<file path="src/rtl/irq_entry_pkg.sv">
package irq_entry_pkg;

  typedef enum logic [2:0] {
    ST_IDLE,
    ST_INIT,
    ST_PUSH_H,
    ST_PUSH_L,
    ST_PUSH_P,
    ST_VEC_L,
    ST_VEC_H
  } ies_state_e;

  typedef enum logic [1:0] {
    SRC_RST,
    SRC_NMI,
    SRC_IRQ
  } ies_src_e;

  function automatic logic is_push(ies_state_e s);
    return (s == ST_PUSH_H) || (s == ST_PUSH_L) || (s == ST_PUSH_P);
  endfunction

endpackage

</file>
<file path="src/rtl/ies_nmi_latch.sv">
module ies_nmi_latch (
  input  logic clk,
  input  logic rst_n,
  input  logic nmi_n,
  input  logic take,
  output logic pend
);
  logic nmi_q;

  always_ff @(posedge clk or negedge rst_n) begin
    if (!rst_n) begin
      nmi_q <= 1'b1;
      pend  <= 1'b0;
    end else begin
      nmi_q <= nmi_n;
      // a fresh edge wins over the clear from an acceptance
      if (nmi_q && !nmi_n) pend <= 1'b1;
      else if (take)       pend <= 1'b0;
    end
  end
endmodule

</file>
<file path="src/rtl/ies_arbiter.sv">
module ies_arbiter
  import irq_entry_pkg::*;
(
  input  logic     idle,
  input  logic     insn_done,
  input  logic     rdy,
  input  logic     nmi_pend,
  input  logic     irq_n,
  input  logic     imask,
  output logic     take,
  output logic     take_nmi,
  output ies_src_e src
);
  logic gate;
  logic irq_ok;

  always_comb begin
    gate     = idle && insn_done && rdy;
    irq_ok   = !irq_n && !imask;
    take     = gate && (nmi_pend || irq_ok);
    take_nmi = gate && nmi_pend;
    src      = nmi_pend ? SRC_NMI : SRC_IRQ;
  end
endmodule

</file>
<file path="src/rtl/ies_busmux.sv">
module ies_busmux
  import irq_entry_pkg::*;
#(
  parameter int ADDR_W     = 16,
  parameter int DATA_W     = 8,
  parameter int STACK_PAGE = 1
) (
  input  ies_state_e        state,
  input  ies_src_e          src,
  input  logic [DATA_W-1:0] sp,
  input  logic [ADDR_W-1:0] pc,
  input  logic [DATA_W-1:0] status,
  output logic [ADDR_W-1:0] addr,
  output logic [DATA_W-1:0] wr_data,
  output logic              wr_en,
  output logic              read_slot
);
  localparam int PAGE_W = ADDR_W - DATA_W;
  localparam logic [PAGE_W-1:0] PAGE = PAGE_W'(STACK_PAGE);
  localparam logic [ADDR_W-1:0] VEC_TOP = '1;
  localparam logic [ADDR_W-1:0] VEC_NMI = VEC_TOP - ADDR_W'(5);
  localparam logic [ADDR_W-1:0] VEC_RST = VEC_TOP - ADDR_W'(3);
  localparam logic [ADDR_W-1:0] VEC_IRQ = VEC_TOP - ADDR_W'(1);

  logic [ADDR_W-1:0] base;

  always_comb begin
    case (src)
      SRC_RST: base = VEC_RST;
      SRC_NMI: base = VEC_NMI;
      default: base = VEC_IRQ;
    endcase

    wr_data = '0;
    case (state)
      ST_VEC_L: addr = base;
      ST_VEC_H: addr = base + ADDR_W'(1);
      default:  addr = {PAGE, sp};
    endcase
    case (state)
      ST_PUSH_H: wr_data = pc[ADDR_W-1:ADDR_W-DATA_W];
      ST_PUSH_L: wr_data = pc[DATA_W-1:0];
      ST_PUSH_P: wr_data = status;
      default:   wr_data = '0;
    endcase

    wr_en     = is_push(state) && (src != SRC_RST);
    read_slot = (state == ST_VEC_L) || (state == ST_VEC_H) ||
                (is_push(state) && (src == SRC_RST));
  end
endmodule

</file>
<file path="src/rtl/irq_entry_seq.sv">
module irq_entry_seq
  import irq_entry_pkg::*;
#(
  parameter int ADDR_W     = 16,
  parameter int DATA_W     = 8,
  parameter int STACK_PAGE = 1,
  parameter int INIT_CYC   = 3
) (
  input  logic              clk,
  input  logic              rst_n,
  input  logic              irq_n,
  input  logic              nmi_n,
  input  logic              imask,
  input  logic              insn_done,
  input  logic              rdy,
  input  logic [ADDR_W-1:0] pc_in,
  input  logic [DATA_W-1:0] status_in,
  input  logic [DATA_W-1:0] sp_in,
  input  logic [DATA_W-1:0] rd_data,
  output logic [ADDR_W-1:0] addr,
  output logic [DATA_W-1:0] wr_data,
  output logic              wr_en,
  output logic              busy,
  output logic              set_mask,
  output logic [DATA_W-1:0] sp_out,
  output logic              pc_load,
  output logic [ADDR_W-1:0] pc_new
);
  localparam int CNT_W = (INIT_CYC > 1) ? $clog2(INIT_CYC) : 1;
  localparam logic [CNT_W-1:0] CNT_LAST = CNT_W'(INIT_CYC - 1);

  ies_state_e        state;
  ies_src_e          src_r;
  ies_src_e          arb_src;
  logic [CNT_W-1:0]  cnt;
  logic [DATA_W-1:0] sp_r;
  logic [ADDR_W-1:0] pc_r;
  logic [DATA_W-1:0] st_r;
  logic [DATA_W-1:0] lo_r;
  logic              take;
  logic              take_nmi;
  logic              nmi_pend;
  logic              read_slot;
  logic              advance;

  ies_nmi_latch u_nmi (
    .clk   (clk),
    .rst_n (rst_n),
    .nmi_n (nmi_n),
    .take  (take_nmi),
    .pend  (nmi_pend)
  );

  ies_arbiter u_arb (
    .idle      (state == ST_IDLE),
    .insn_done (insn_done),
    .rdy       (rdy),
    .nmi_pend  (nmi_pend),
    .irq_n     (irq_n),
    .imask     (imask),
    .take      (take),
    .take_nmi  (take_nmi),
    .src       (arb_src)
  );

  ies_busmux #(
    .ADDR_W     (ADDR_W),
    .DATA_W     (DATA_W),
    .STACK_PAGE (STACK_PAGE)
  ) u_bus (
    .state     (state),
    .src       (src_r),
    .sp        (sp_r),
    .pc        (pc_r),
    .status    (st_r),
    .addr      (addr),
    .wr_data   (wr_data),
    .wr_en     (wr_en),
    .read_slot (read_slot)
  );

  // write slots never wait; read slots wait for ready
  assign advance = !read_slot || rdy;
  assign busy    = (state != ST_IDLE);
  assign sp_out  = sp_r;

  always_ff @(posedge clk or negedge rst_n) begin
    if (!rst_n) begin
      state    <= ST_INIT;
      src_r    <= SRC_RST;
      cnt      <= '0;
      sp_r     <= '0;
      pc_r     <= '0;
      st_r     <= '0;
      lo_r     <= '0;
      pc_new   <= '0;
      pc_load  <= 1'b0;
      set_mask <= 1'b0;
    end else begin
      pc_load  <= 1'b0;
      set_mask <= 1'b0;
      case (state)
        ST_IDLE: begin
          if (take) begin
            state <= ST_PUSH_H;
            src_r <= arb_src;
            sp_r  <= sp_in;
            pc_r  <= pc_in;
            st_r  <= status_in;
          end
        end
        ST_INIT: begin
          sp_r <= sp_in;
          pc_r <= pc_in;
          st_r <= status_in;
          if (cnt == CNT_LAST) begin
            cnt   <= '0;
            state <= ST_PUSH_H;
          end else begin
            cnt <= cnt + CNT_W'(1);
          end
        end
        ST_PUSH_H, ST_PUSH_L, ST_PUSH_P: begin
          if (advance) begin
            sp_r <= sp_r - DATA_W'(1);
            if (state == ST_PUSH_H)      state <= ST_PUSH_L;
            else if (state == ST_PUSH_L) state <= ST_PUSH_P;
            else begin
              state    <= ST_VEC_L;
              set_mask <= 1'b1;
            end
          end
        end
        ST_VEC_L: begin
          if (advance) begin
            lo_r  <= rd_data;
            state <= ST_VEC_H;
          end
        end
        ST_VEC_H: begin
          if (advance) begin
            pc_new  <= {rd_data, lo_r};
            pc_load <= 1'b1;
            state   <= ST_IDLE;
          end
        end
        default: state <= ST_IDLE;
      endcase
    end
  end
endmodule

</file>
<file path="config.mk">
export PLATFORM = sky130hd
export DESIGN_NAME = irq_entry_seq
export DESIGN_NICKNAME = d
export VERILOG_FILES = /design/src/rtl/irq_entry_pkg.sv /design/src/rtl/ies_nmi_latch.sv /design/src/rtl/ies_arbiter.sv /design/src/rtl/ies_busmux.sv /design/src/rtl/irq_entry_seq.sv
export SDC_FILE = /design/constraint.sdc
export NUM_CORES = 1
export LEC_CHECK = 0
export BUFFER_PORTS_ARGS = -buffer_cell sky130_fd_sc_hd__buf_2
export CELL_PAD_IN_SITES_DETAIL_PLACEMENT = 2
export CELL_PAD_IN_SITES_GLOBAL_PLACEMENT = 2
export CORE_ASPECT_RATIO = 1.25
export CORE_MARGIN = 1
export CORE_UTILIZATION = 33
export DETAILED_ROUTE_END_ITERATION = 6
export GPL_TIMING_DRIVEN = 1
export PLACE_DENSITY_LB_ADDON = 0.1
export SLEW_MARGIN = 20
export SYNTH_ARGS = -nofsm -noshare
export SYNTH_HDL_FRONTEND = slang
export SYNTH_HIERARCHICAL = 1
export SYNTH_SLANG_ARGS = --single-unit
</file>
<file path="constraint.sdc">
create_clock -name clk -period 3.2 [get_ports clk]
set_input_delay 0.8 -clock clk [delete_from_list [all_inputs] [get_ports clk]]
set_output_delay 0.8 -clock clk [all_outputs]
set_load 0.01 [all_outputs]
</file>
==> results by group <==
Die
  • Rows: between 40 and 50
  • Core area: 10050 um^2
  • Initial Util: 0.3371
  • Io pins: just under 100
  • Die area: between 10000 and 15000 um^2
  • Die span in x: slightly above 90 um
  • Die Y: approximately 120 um

Critical path
  • Worst-path fanout max: 24
  • Cell family with most CP delay: flip-flops
  • CP arrival: 2.08 ns
  • CP Capture Type: primary output
  • FF-to-FF Start: state[0]
  • Buf/Inv on CP: 2
  • CP startpoint: state[0]
  • Setup crit start kind: flop
  • Critical path's slowest cell: dfstp_2
  • Crit Path Category: flop to primary output
  • CP peak stage delay: about 0.96 ns
  • Worst EP required: 2.40 ns
  • Worst-path cell chain: xor2_4 > nand2_1 > inv_1 > buf_2

STA
  • Final Hold Fails: 0
  • Clock Skew: ~0.0074 ns
  • Max frequency: roughly 0.35 GHz
  • Setup-failing EPs final: 0
  • Rel. slew slack: 0.5586
  • Final setup TNS: 0 ns
  • Fin. max-slew vios: 0
  • Least-Margin Pin Slew: ~0.66 ns
  • RSZ-0062 raised after global routing: false
  • Crit path time final: between 2 and 3 ns
  • Final period util: 0.9001
  • Final worst slack: between 0.3 and 0.4 ns

CTS
  • Post-CTS Setup Inserts: 0
  • CTS tree: done
  • H-tree depth: 3
  • Hold_buf cts: 0
  • Worst-Skew Late Latency: about 0.33 ns
  • Num CTS Buffers: 9
  • Clock tree buffer depth: 2
  • Root buffer cell: clkbuf_16
  • Resize count post-CTS: 0
  • Worst-path clk slew: roughly 0.060 ns
  • Clock sink total: 67

Global routing
  • Total track usage: 0.1740
  • Vias in the first global route: around 2700
  • Pin count of the biggest net entering global routing: 42
  • Antenna violations before repair: 0
  • GRT Residual Overflow: 0
  • First-pass GRT wire length: between 10000 and 15000 um

Synth
  • Count of different cell masters after synthesis: between 40 and 50
  • Mapped Nets: around 330
  • Register bit total from synthesis: 67
  • EDFF count, synth: 0
  • Post-synth ARST share: 1.000
  • Mapped cell area: between 3000 and 4000 um^2
  • Syn_area_per_cell: 11.98 um^2
  • Mapped Cells: ~280
  • Most used DFF post-synth: dfrtp_1
  • Sequential share of the synthesized area: 0.4954
  • Warnings, synthesis: 6

Cells and area
  • Area Growth Syn to Fin: 23.26%
  • Design Area, Final: 4178 um^2
  • Layout Nets: 420
  • Diodes inserted: 0
  • Share of cells above drive strength 1: 0.4761

Detailed routing
  • Drt pass-1 iters: 4
  • Routed Antenna Nets: 0
  • Routed wire per std cell: roughly 17 um
  • Detailed-route DRC error count: 0
  • Vias per std cell: approximately 5.0
  • Final WL: ~8500 um
  • DRT iter0 DRCs: 71
  • DR vias: about 2500

Power
  • VDD IR max: between 0.0003 and 0.0004 V
  • Sw power: around 1.8 mW
  • Sw Share: 0.3811
  • Flop pwr share: 0.348
  • Pleak: ~2 nW
  • Clk pwr share: 0.201
  • P_int: around 2.9 mW
  • P per Cell Area: approximately 1100 nW/um^2
  • Logic pwr share: 0.451
  • Pwr Total: about 4.7 mW

Placed design
  • Place WS: roughly 0.57 ns
  • Gpl congestion: ~0.7
  • Dpl hpwl: 5934 um
  • I/O Buffers: 97
  • Placed instance area: ~4000 um^2

Flow run
  • Max-cap violation count: 0

Status
  • Status: finished clean

Min path
  • Min-Delay Path Class: input pin to async pin
==> power groups by stage <==
| stage | logic (mW) | clock network [mW] | registers, mW |
|---|---|---|---|
| 4_1_cts | 2.20 | 0.979 | 1.66 |
| 3_3_place_gp | 2.11 | 0 | 1.65 |
| 2_1_floorplan | 1.65 | 0 | 1.55 |
| 5_1_grt | 2.38 | 1.01 | 1.73 |
| 6_report | 2.14 | 0.953 | 1.65 |
| 3_5_place_dp | 2.17 | 0 | 1.67 |
==> worst register-to-register path: stages, from the launching register on <==
cell	delay (ns)
dfstp_2	0.96
nor3_1	0.13
a311oi_1	0.35
nor2b_1	0.22
or3_1	0.13
buf_4	0.28
mux2_2	0.39
==> Yosys cell counts (7+ instances only) <==
library cell | count | share of area
mux2i_1 | 14 | 0.041
nand2_1 | 14 | 0.016
o21ai_0 | 13 | 0.019
nor2_1 | 7 | 0.0078
o22ai_1 | 7 | 0.013
inv_1 | 15 | 0.017
mux2_2 | 42 | 0.14
buf_6 | 8 | 0.027
mux2_4 | 9 | 0.040
a21oi_1 | 13 | 0.019
dfrtp_1 | 65 | 0.48
nand2b_1 | 9 | 0.017
buf_4 | 10 | 0.022
==> cell type report <==
cell class,instances,area [um^2]
clock inverter,3,40.04
tap,129,161.4
fill,1116,5877
clock buffer,12,236.5
timing repair buffer,103,543.0
multi-input combinational,175,1458
sequential,67,1679
inverter,16,60.06
==> layer usage <==
layer  track usage  part of all wire  vias up
met2        0.2983              0.51       62
li1              -                 -     1162
met5             0                 0        -
met4       0.07692             0.013        0
met3       0.04365             0.051        8
met1        0.2066              0.43     1277
==> sequential cells by signal (all words and copies together) (netlist names) <==
| signal | cells |
|---|---|
| pc_r | 16 |
| src_r | 2 |
| u_nmi/pend | 1 |
| pc_new | 16 |
| cnt | 2 |
| u_nmi/nmi_q | 1 |
| lo_r | 8 |
| sp_out | 8 |
| state | 3 |
| st_r | 8 |
| pc_load | 1 |
| set_mask | 1 |
==> path summary, 6_finish.rpt <==
check / end / slack [ns] / depth (start not counted)
min reg2reg: pc_new[0] / 0.50 / 1
max reg2reg: pc_new[2] / 0.62 / 6
min in group clk: pc_new[0] / 0.50 / 1
max in group asynchronous: state[0] / 1.99 / 2
max: addr[12] / 0.32 / 4
min: cnt[0] / 0.50 / 1
==> kinds of logic (layout without fill, tap and decap cells) <==
logic type	count (synthesis)	in the layout	share of synthesized area
AO/OA/AOI/OAI	52	52	0.1011
other	1	1	0.001106
XOR/XNOR	2	2	0.01071
multiplexers	65	65	0.2207
AND/OR/NAND/NOR	54	54	0.09081
adder cells (fa/ha/maj)	1	1	0.003691
buffers and inverters	41	134	0.07641
flip-flops	67	67	0.4954
==> per-stage QoR <==
step | cells | utilization | hold WS (ns)
floorplan | 283 | - | 0.4766
global placement | 490 | 0.3880 | 0.4840
detailed placement | 490 | 0.3880 | 0.4905
CTS | 505 | 0.4155 | 0.5040
global route | 505 | 0.4155 | 0.5205
finish | 505 | 0.4155 | 0.4989
==> cell usage in the layout (no fill, tap or decap), drive strengths merged, types with 2 or more instances in the layout <==
cell type	instances
buf	103
dfrtp	65
mux2	51
inv	16
nand2	15
a21oi	15
mux2i	14
o21ai	13
clkbuf	12
nand2b	9
nor2	8
o22ai	8
nor3	7
o2bb2ai	5
a211oi	3
nor2b	2
nor4	2
or4	2
a2bb2oi	2
clkinv	2
dfstp	2
xor2	2
and2	2
or3b	2
No activity file was read; power rests on OpenSTA's default activity.
